## config.mk

```make
export PLATFORM = sky130hd
export DESIGN_NAME = uart_break_detector
export DESIGN_NICKNAME = d
export VERILOG_FILES = /design/src/rtl/brk_pkg.sv /design/src/rtl/brk_frame_classify.sv /design/src/rtl/brk_end_detect.sv /design/src/rtl/brk_status.sv /design/src/rtl/uart_break_detector.sv
export SDC_FILE = /design/constraint.sdc
export NUM_CORES = 1
export LEC_CHECK = 0
export ABC_AREA = 1
export BUFFER_PORTS_ARGS = -buffer_cell sky130_fd_sc_hd__buf_2
export CAP_MARGIN = 20
export CORE_AREA = 2 2 39 41
export DETAILED_ROUTE_END_ITERATION = 10
export DIE_AREA = 0 0 41 43
export SLEW_MARGIN = 10
export SYNTH_ARGS = -nofsm -noshare
export SYNTH_HDL_FRONTEND = slang
export SYNTH_SLANG_ARGS = --single-unit
```

## constraint.sdc

```tcl
create_clock -name clk -period 2.2 [get_ports clk]
set_input_delay 0.33 -clock clk [delete_from_list [all_inputs] [get_ports clk]]
set_output_delay 0.33 -clock clk [all_outputs]
set_load 0.005 [all_outputs]
```

## src/rtl/brk_pkg.sv

```systemverilog
package brk_pkg;
    // Break tracking state of the end-of-break detector
    typedef enum logic {
        BRK_IDLE   = 1'b0,
        BRK_ACTIVE = 1'b1
    } brk_state_t;
endpackage

```

## src/rtl/brk_frame_classify.sv

```systemverilog
// Classifies each completed frame as a break, a framing error or normal.
// Assumes frame fields are valid only while frame_valid is high.
module brk_frame_classify #(
    parameter int DATA_W = 8
) (
    input  logic              frame_valid,
    input  logic [DATA_W-1:0] frame_data,
    input  logic              frame_parity,
    input  logic              frame_stop,
    output logic              is_break,
    output logic              is_ferr
);
    logic all_zero;

    // Decide frame class from the received bits
    always_comb begin
        all_zero = ~(|frame_data) & ~frame_parity & ~frame_stop;
        is_break = frame_valid & all_zero;
        is_ferr  = frame_valid & ~frame_stop & ~all_zero;
    end
endmodule

```

## src/rtl/brk_end_detect.sv

```systemverilog
// Tracks whether a break is in progress and flags its end from line samples.
// Assumes sample_tick marks each oversampled line value; HIGH_SAMPLES >= 1.
module brk_end_detect
    import brk_pkg::*;
#(
    parameter int HIGH_SAMPLES = 2
) (
    input  logic clk,
    input  logic rst_n,
    input  logic break_seen,
    input  logic sync_mode,
    input  logic line_in,
    input  logic sample_tick,
    output logic end_evt,
    output logic in_break
);
    localparam int CNT_W = $clog2(HIGH_SAMPLES + 1);
    localparam logic [CNT_W-1:0] LAST = CNT_W'(HIGH_SAMPLES - 1);

    brk_state_t       state;
    logic [CNT_W-1:0] hi_cnt;

    // End of break: enough consecutive high samples (async) or any high one (sync)
    always_comb begin
        in_break = (state == BRK_ACTIVE);
        end_evt  = in_break & sample_tick & line_in & (sync_mode | (hi_cnt == LAST));
    end

    // Break state and consecutive-high sample counter
    always_ff @(posedge clk) begin
        if (!rst_n) begin
            state  <= BRK_IDLE;
            hi_cnt <= '0;
        end else if (break_seen) begin
            state  <= BRK_ACTIVE;
            hi_cnt <= '0;
        end else if (in_break && sample_tick) begin
            if (end_evt) begin
                state  <= BRK_IDLE;
                hi_cnt <= '0;
            end else if (line_in) begin
                hi_cnt <= hi_cnt + 1'b1;
            end else begin
                hi_cnt <= '0;
            end
        end
    end

    // the counter never passes the qualifying length
    assert_cnt_bound_R7: assert property (@(posedge clk) disable iff (!rst_n)
        hi_cnt < CNT_W'(HIGH_SAMPLES));
    // in synchronous mode a high sample during a break ends it
    assert_sync_end_R8: assert property (@(posedge clk) disable iff (!rst_n)
        (in_break && sync_mode && sample_tick && line_in) |-> end_evt);
    // after an end of break (with no new break) the detector is idle
    assert_end_to_idle_R9: assert property (@(posedge clk) disable iff (!rst_n)
        (end_evt && !break_seen) |=> !in_break);
    // without a sample tick the counter holds
    assert_no_tick_hold_R10: assert property (@(posedge clk) disable iff (!rst_n)
        (!sample_tick && !break_seen) |=> $stable(hi_cnt));
endmodule

```

## src/rtl/brk_status.sv

```systemverilog
// Sticky break and framing-error flags with set-over-clear priority.
// Assumes set inputs are single-cycle events.
module brk_status (
    input  logic clk,
    input  logic rst_n,
    input  logic brk_set,
    input  logic ferr_set,
    input  logic status_clr,
    output logic brk_flag,
    output logic frame_err
);
    // Update sticky flags; a set in the same cycle as a clear wins
    always_ff @(posedge clk) begin
        if (!rst_n) begin
            brk_flag  <= 1'b0;
            frame_err <= 1'b0;
        end else begin
            if (brk_set)         brk_flag  <= 1'b1;
            else if (status_clr) brk_flag  <= 1'b0;
            if (ferr_set)        frame_err <= 1'b1;
            else if (status_clr) frame_err <= 1'b0;
        end
    end

    // a clear without a set empties the flag
    assert_clear_R5: assert property (@(posedge clk) disable iff (!rst_n)
        (status_clr && !brk_set) |=> !brk_flag);
    // a set beats a concurrent clear
    assert_set_wins_R6: assert property (@(posedge clk) disable iff (!rst_n)
        (brk_set && status_clr) |=> brk_flag);
endmodule

```

## src/rtl/uart_break_detector.sv

```systemverilog
// Top level: break detection, end-of-break tracking, sticky status and interrupt.
// Assumes a separate receiver core supplies frame results and line samples.
module uart_break_detector #(
    parameter int DATA_W       = 8,
    parameter int HIGH_SAMPLES = 2
) (
    input  logic              clk,
    input  logic              rst_n,
    input  logic              frame_valid,
    input  logic [DATA_W-1:0] frame_data,
    input  logic              frame_parity,
    input  logic              frame_stop,
    input  logic              sync_mode,
    input  logic              line_in,
    input  logic              sample_tick,
    input  logic              brk_mask,
    input  logic              status_clr,
    output logic              brk_flag,
    output logic              frame_err,
    output logic              irq
);
    logic is_break, is_ferr, end_evt, in_break;

    brk_frame_classify #(.DATA_W(DATA_W)) u_classify (
        .frame_valid (frame_valid),
        .frame_data  (frame_data),
        .frame_parity(frame_parity),
        .frame_stop  (frame_stop),
        .is_break    (is_break),
        .is_ferr     (is_ferr)
    );

    brk_end_detect #(.HIGH_SAMPLES(HIGH_SAMPLES)) u_end (
        .clk        (clk),
        .rst_n      (rst_n),
        .break_seen (is_break),
        .sync_mode  (sync_mode),
        .line_in    (line_in),
        .sample_tick(sample_tick),
        .end_evt    (end_evt),
        .in_break   (in_break)
    );

    brk_status u_status (
        .clk       (clk),
        .rst_n     (rst_n),
        .brk_set   (is_break | end_evt),
        .ferr_set  (is_ferr),
        .status_clr(status_clr),
        .brk_flag  (brk_flag),
        .frame_err (frame_err)
    );

    // Interrupt follows the masked break flag
    always_comb irq = brk_flag & brk_mask;

    // a break frame raises the break flag
    assert_brk_set_R1: assert property (@(posedge clk) disable iff (!rst_n)
        is_break |=> brk_flag);
    // a break frame never raises the framing-error flag
    assert_brk_no_ferr_R1: assert property (@(posedge clk) disable iff (!rst_n)
        (is_break && !frame_err) |=> !frame_err);
    // a framing error leaves the break flag alone
    assert_ferr_keeps_brk_R2: assert property (@(posedge clk) disable iff (!rst_n)
        (is_ferr && !end_evt && !brk_flag) |=> !brk_flag);
endmodule

```

* Yosys cells after proc, flatten, opt, wreduce, memory -nomap -nowiden *
Index checks and enable logic that the tools add are counted.

storage, ports and cells
  bits of input ports = 18
  flip-flop bits (word level) = 5
  word-level logic and storage cells = 38
  output and inout bits = 3

operators by class
  bitwise logic cells = 16
  equal/unequal tests = 1
  muxes and demuxes = 8
  reduce and logical (&&, ||, !) cells = 8
  add/sub/neg operators = 1

operators by type and width
  operator             number
  $and 1x1->1          9
  $reduce_bool 2->1    4
  $reduce_or 8->1      1
  $mux 1               6
  $not 1->1            5
  $mux 2               2
  $add 2x1->2 const B  1
  $eq 2x1->1 const B   1
  $or 1x1->1           2
  $reduce_and 2->1     1
  $reduce_or 2->1      1
  $logic_and 1x1->1    1

* Logic depth before layout (Yosys ltp) *
Gate-level depths: netlist of the first run.

  word-level depth = 7
  depth in mapped cells = 6
  gate-level depth less buffers = 6

* Cells and area by module *
From an unflattened synthesis of the first run, not the netlist that was laid out.

unflattened totals
  cells, all modules = 54
  area total of the unflattened synthesis = 322.8 µm²

by module, submodules not included
  module               cells each  times used  area an instance (µm²)  seq. area each (µm²)
  brk_end_detect       27          1           181.4                   60.1
  brk_status           10          1           72.6                    40.0
  brk_frame_classify   12          1           50.0                    0.0
  uart_break_detector  5           1           18.8                    0.0

* Worst setup path before layout of the first run *
OpenSTA, ideal clock, no wires.

  path kind = register to register
  start point = register u_end.hi_cnt[1]
  end point = register u_status.brk_flag
  slack = 1.116 ns
  period minus slack after synthesis = 1.084 ns
  cell stages (with the launch flop) = 6
  arrival time = 0.964 ns
  path through = dfxtp_1 > inv_1 > ha_1 > or2_0 > a21boi_0 > a21oi_1

on the way
  longest elaborated chain between the ends = 5
  elaborated cells on any way between the ends = 6

ends and longest elaborated chain
  item                                                line                       RTL
  start, declared                                     brk_end_detect.sv:21       logic [CNT_W-1:0] hi_cnt;
  start signal, assigned                              brk_end_detect.sv:42       hi_cnt <= hi_cnt + 1'b1;
  $eq 2x1->1 (*)                                      brk_end_detect.sv:26       end_evt = in_break & sample_tick & line_in & (sync_mode | (hi_cnt == LAST));
  $or 1x1->1 (*)                                      brk_end_detect.sv:26
  $and 1x1->1 (*)                                     brk_end_detect.sv:26
  $or 1x1->1 (*)                                      uart_break_detector.sv:47  .brk_set (is_break | end_evt),
  $mux 1 / $reduce_bool 2->1 (equally long branches)  -
  end signal, assigned                                brk_status.sv:15           brk_flag <= 1'b0;
  end signal, assigned                                brk_status.sv:18           if (brk_set) brk_flag <= 1'b1;
  end signal, assigned                                brk_status.sv:19           else if (status_clr) brk_flag <= 1'b0;
  end, declared                                       brk_status.sv:9            output logic brk_flag,

Mark *: on every way between the ends. The rest lies on a longest branch, timed or not.
A chain may end at the register's enable or synchronous reset.

* Worst setup path in the final report of the first run *
Same ends and word-level chain as after synthesis.

==> metrics.yaml, run 1 <==
finish:
  multi_input_area_um2: 159
  seqCellArea_um2: 100
  fin_area_um2: 428
  layout-drive-gt1-share: 0.364
  final_common_cell: "buf_2"
  layout_common_cells: "20 x buf_2, 9 x nand2_1, 8 x nor2_1"
  stdcell_count: 82
  n_fill_cell: 155
  syn_to_final_growth_pct: 52.0
  num-nets-final: 86
  final_core_util: 0.309
  diodes: 0
timing:
  tns_ps: 0
  report.final.slew_viol_count: 0
  finClkSkew_ps: 2.52
  max_freq_ghz: 0.863
  hold_viol: 0
  slew_headroom: 0.884
  setup_violations: 0
  post-route-period-util: 0.527
  tightest_slew_ps: 173
  fin_crit_ps: 1160
  rsz0062_at_grt: "no"
grt:
  grt_start_max_net_pins: 5
  antenna_found_initial: 0
  grt_pass1_wl_um: 979
  grt_pass1_vias: 310
  grt_usage: 0.0826
  grt_overflow_total: 0
route:
  ant_nets: 0
  post_drt_via_cell_ratio: 4.10
  drc: 0
  first_iter_violations: 6
  num_vias: 336
  wl_um: 568
  drtPass1Iterations: 3
  wire_per_inst_um: 6.93
outcome:
  run_status: "finished, final reports clean"
cts:
  cts_tree: "built"
  ctsResizeCount: 0
  clkSinkCount: 5
  htreeDepth: 1
  postCtsHoldBufs: 0
  numCtsBuffers: 3
  clk_latency_ps: 240
  root_buffer: "clkbuf_4"
  cts_buffer_depth: 2
  cts.clk_slew.worst_paths_ps: 40
  post-cts-setup-buffers: 0
pwr:
  peakVddDrop_mv: 0.185
  p_leak_uw: 0.000216
  power.density_nw_per_um2: 521
worst_hold_path:
  min_path_type: "in -> reg"
place:
  numPortBuffers: 20
  dpl-instance-area_um2: 402
  place_congestion: 0.638
  dp_hpwl_um: 494
  dp_cells: 78
synth:
  synth_seq_cells: 5
  synth.distinct_cells: 14
  syn_nets: 61
  syn_area_um2: 282
  synth_xor_area_frac: 0
  synth_cells: 42
  ys_warn_count: 0
  synth_top_family_by_area: "simple AND/OR/NAND/NOR gates"
  ys_seq_area_frac: 0.356
  synth_compound_area_frac: 0.178
  synth.avg_cell_area_um2: 6.70
  yosys.area_share.simple: 0.342
  synth_adder_area_share: 0.0444
  muxShareOfSynthArea: 0
worst_setup_path:
  cp-start-kind: "flop"
  crit_required_ps: 2330
  cp.arrival_ps: 1290
  worst-path-max-fanout: 4
  critPathKind: "reg -> reg"
  end_kind: "flop"
floorplan:
  fp-row-count: 14
  start_util: 0.203
  fp.dieH_um: 43
  die_x_um: 41
  core_um2: 1380
  die-area_um2: 1760
  io_pins: 21
run:
  max-cap-violations: 0
report_power, final:
| part | switching (uW) | internal (uW) | total [uW] | leakage [uW] |
|---|---|---|---|---|
| Clock | 36.8 | 68.5 | 105 | 0.0000150 |
| Combinational | 10.4 | 14.9 | 25.4 | 0.000161 |
| Sequential | 0.372 | 92.0 | 92.3 | 0.0000404 |
through the flow:
stage               power [uW]  setup slack [ps]  hold slack, ps
finish                     223              1040             351
global route               235               900             363
CTS                        228              1020             346
detailed placement         120              1030             458
global placement           119              1080             457
floorplan                  102              1120             442
final cells by class:
cell class	instances	area share
timing repair buffer	20	0.234
sequential	5	0.234
inverter	6	0.0526
clock buffer	4	0.0614
tap	16	0.0468
multi-input combinational	31	0.371
state kept, by name, summed over array words and instances, names as in the netlist:
| name | flops |
|---|---|
| u_end.in_break | 1 |
| u_status.frame_err | 1 |
| u_status.brk_flag | 1 |
| u_end.hi_cnt | 2 |
synth_stat cells:
master    n  area (um^2)
a22oi_1   2         15.0
nor2_4    1         11.3
nor3_1    2         10.0
or2_0     1         6.26
inv_1     6         22.5
o21bai_1  1         7.51
ha_1      1         12.5
nand3_1   1         5.00
o21ai_0   1         5.00
a21oi_1   3         15.0
dfxtp_1   5          100
nand2_1   9         33.8
nor2_1    8         30.0
a21boi_0  1         7.51
worst max-delay path: stages, from the launching register on:
cell      delay [ps]
dfxtp_1          320
inv_1             40
ha_1             200
or2_0            220
a21boi_0         170
a21oi_1           90
worst paths after layout:
path	slack, ps	from	depth (start not counted)	end
setup reg to reg	1040	u_end.hi_cnt[1]	5	u_status.brk_flag
setup / recovery	1040	u_end.hi_cnt[1]	5	u_status.brk_flag
hold reg to reg	460	u_status.frame_err	2	u_status.frame_err
hold / removal	350	rst_n	3	u_end.hi_cnt[0]
kinds of logic (layout without fill, tap and decap cells):
kind of cell	after synthesis	in the layout
flip-flops	5	5
adder cells (fa/ha/maj)	1	1
buffers and inverters	6	30
AO/OA/AOI/OAI	8	8
AND/OR/NAND/NOR	22	22
routing by layer:
| layer | GRT usage | routed length (um) | share of wire | vias up |
|---|---|---|---|---|
| met2 | 0.122 | 253 | 0.45 | 16 |
| li1 | - | - | - | 183 |
| met3 | 0.0314 | 77 | 0.14 | 0 |
| met4 | 0.0600 | 0 | 0 | 0 |
| met5 | 0 | 0 | 0 | - |
| met1 | 0.0909 | 237 | 0.42 | 137 |
(Power assumes the default switching activity.)
==> run 2, diff against run 1 <==
clock period = 1 ns   (was 2.2 ns; I/O delays follow)
==> run 2 against run 1 <==
The run now ends with negative setup slack left. Clock power is 120% higher. Global-route usage is 0.39 points higher. Cell area is 5.3% higher. Via count is 6.0% higher. Utilization is 1.6 points higher. Register-to-register slack worse by 1100 ps. Sequential share of layout area is 0.61 points lower. Largest cell class unchanged. Routed wire length is 15% higher. Sequential power is 120% higher.
==> metrics.yaml, run 2 (synthesized netlist as in run 1, its figures left out) <==
timing:
  slew_headroom: 0.885  # about the same
  tightest_slew_ps: 173  # -0.590 ps
  tns_ps: -30.0  # -30.0 ps
  setup_violations: 1  # +1
  max_freq_ghz: 0.971  # +13%
  whs_ps: 179  # -172 ps
  rsz0062_at_grt: "yes"
  report.final.slew_viol_count: 0  # unchanged
  hold_viol: 0  # unchanged
  worst_slack_ps: -30.0  # -1070 ps
  finClkSkew_ps: 2.37  # -0.150 ps
  fin_crit_ps: 1030  # -129 ps
  post-route-period-util: 1.03  # +0.503
finish:
  largest_register_ffs: 2  # unchanged
  num-nets-final: 87  # +1.2%
  diodes: 0  # unchanged
  layout_common_cells: "20 x buf_2, 9 x nand2_1, 8 x nor2_1"
  syn_to_final_growth_pct: 60.0
  n_fill_cell: 166  # +7.1%
  layout-drive-gt1-share: 0.433  # +0.0692
  final_common_cell: "buf_2"
  stdcell_count: 83  # +1.2%
  regMostFlops: "u_end.hi_cnt"
  final_core_util: 0.325  # +0.0163
outcome:
  run_status: "finished with violations"
  violations: "negative setup slack"
route:
  drtPass1Iterations: 2  # -1
  wire_per_inst_um: 7.88  # +14%
  ant_nets: 0  # unchanged
  wl_um: 654  # +15%
  num_vias: 356  # +6.0%
  drc: 0  # unchanged
  post_drt_via_cell_ratio: 4.29  # +4.7%
  first_iter_violations: 4  # -2
floorplan:
  core_um2: 1380  # unchanged
  fp-row-count: 14  # unchanged
  die-area_um2: 1760  # unchanged
  fp.dieH_um: 43  # unchanged
  die_x_um: 41  # unchanged
  start_util: 0.203  # unchanged
  io_pins: 21  # unchanged
worst_hold_path:
  min_from: "rst_n"
  min_path_type: "in -> reg"
  min_delay_path_depth: 3  # unchanged
  min_to: "u_end.hi_cnt[0]"
cts:
  clk_latency_ps: 240  # about the same
  cts.clk_slew.worst_paths_ps: 40  # about the same
  cts_tree: "built"
  numCtsBuffers: 3  # unchanged
  htreeDepth: 1  # unchanged
  root_buffer: "clkbuf_4"
  postCtsHoldBufs: 0  # unchanged
  cts_buffer_depth: 2  # unchanged
  clkSinkCount: 5  # unchanged
place:
  dp_hpwl_um: 536  # +8.4%
  place_congestion: 0.654  # +2.6%
  numPortBuffers: 20  # unchanged
  dp_cells: 79  # +1.3%
worst_setup_path:
  worst-path-max-fanout: 4  # unchanged
  reg2reg_depth: 5  # unchanged
  cp.arrival_ps: 1150  # -140 ps
  end_kind: "flop"
  reg2reg_from: "u_end.hi_cnt[1]"
  cp-start-kind: "flop"
  reg2reg_to: "u_status.brk_flag"
  crit_required_ps: 1120  # -1210 ps
  regToRegSetupSlack_ps: -30  # -1070 ps
  critPathKind: "reg -> reg"
pwr:
  power.density_nw_per_um2: 1090  # +110%
  power.internal_uw: 386  # +120%
  p_clk_frac: 0.470  # -0.002
  comb_power_share: 0.116  # +0.002
  peakVddDrop_mv: 0.347  # +88%
  p_leak_uw: 0.000224  # +3.7%
  netSwitchingFraction: 0.212  # -0.00122
  p_seq_frac: 0.415  # about the same
  p_switching_uw: 104  # +120%
  power_uw: 490  # +120%
grt:
  grt_pass1_vias: 308  # -0.65%
  antenna_found_initial: 0  # unchanged
  grt_start_max_net_pins: 5  # unchanged
  grt_pass1_wl_um: 1010  # +2.9%
  grt_overflow_total: 0  # unchanged
  grt_usage: 0.0865  # +0.00394
run:
  max-cap-violations: 0  # unchanged
[run 2: cell types whose count changed in the layout (fill, tap and decap cells not counted), sizes merged]
cell	before	now
buf	20	21
[run 2: layout make-up]
| class | instances | area [um^2] | area share |
|---|---|---|---|
| multi-input cells | 31 | 171 | 0.381 |
| repair buffers | 21 | 108 | 0.239 |
| flip-flops and latches | 5 | 103 | 0.228 |
| clock buffers | 4 | 26.3 | 0.0583 |
| inverters | 6 | 22.5 | 0.0500 |
| well taps | 16 | 20.0 | 0.0444 |
[run 2: what timing repair did]
item                       CTS  global route
cloned                       0             0
buffers inserted             0             0
resized for setup            4             0
pin swaps                    2             3
setup endpoints to repair    3             3
[run 2: worst max-delay path by stage]
stage / slack [ps] / from / endpoint / cells past startpoint
after global placement: -20 / u_end.hi_cnt[1] / u_status.brk_flag / 5
after floorplan: 7 / u_end.hi_cnt[1] / u_status.brk_flag / 5
after CTS: -50 / u_end.hi_cnt[1] / u_status.brk_flag / 5
final: -30 / u_end.hi_cnt[1] / u_status.brk_flag / 5
after global routing: -70 / u_end.hi_cnt[1] / u_status.brk_flag / 5
after detailed placement: -60 / u_end.hi_cnt[1] / u_status.brk_flag / 5
[run 2: routing by layer]
layer / global-route usage / wire, um
met1: 0.0874 / 289
met2: 0.128 / 296
met3: 0.0314 / 68
met4: 0.0800 / 0
met5: 0 / 0
[run 2: critical path: stages (launching register included)]
cell and delay [ps]:
dfxtp_2 320, inv_2 40, ha_4 150, or2_0 190, a21boi_1 130, a21oi_1 80
[run 2: metrics by stage]
step	cell area, um^2	worst slack, ps
floorplan	284	7.44
global placement	412	-19.6
detailed placement	412	-60.5
CTS	450	-49.5
global route	450	-66.9
finish	450	-30.0
[run 2: power by group through the flow]
stage	combinational (uW)	clock, uW	sequential (uW)
final	56.6	230	203
after global routing	63.6	253	203
after global placement	55.9	0	207
after detailed placement	57.2	0	207
after CTS	57.4	243	203
after floorplan	18.4	0	207
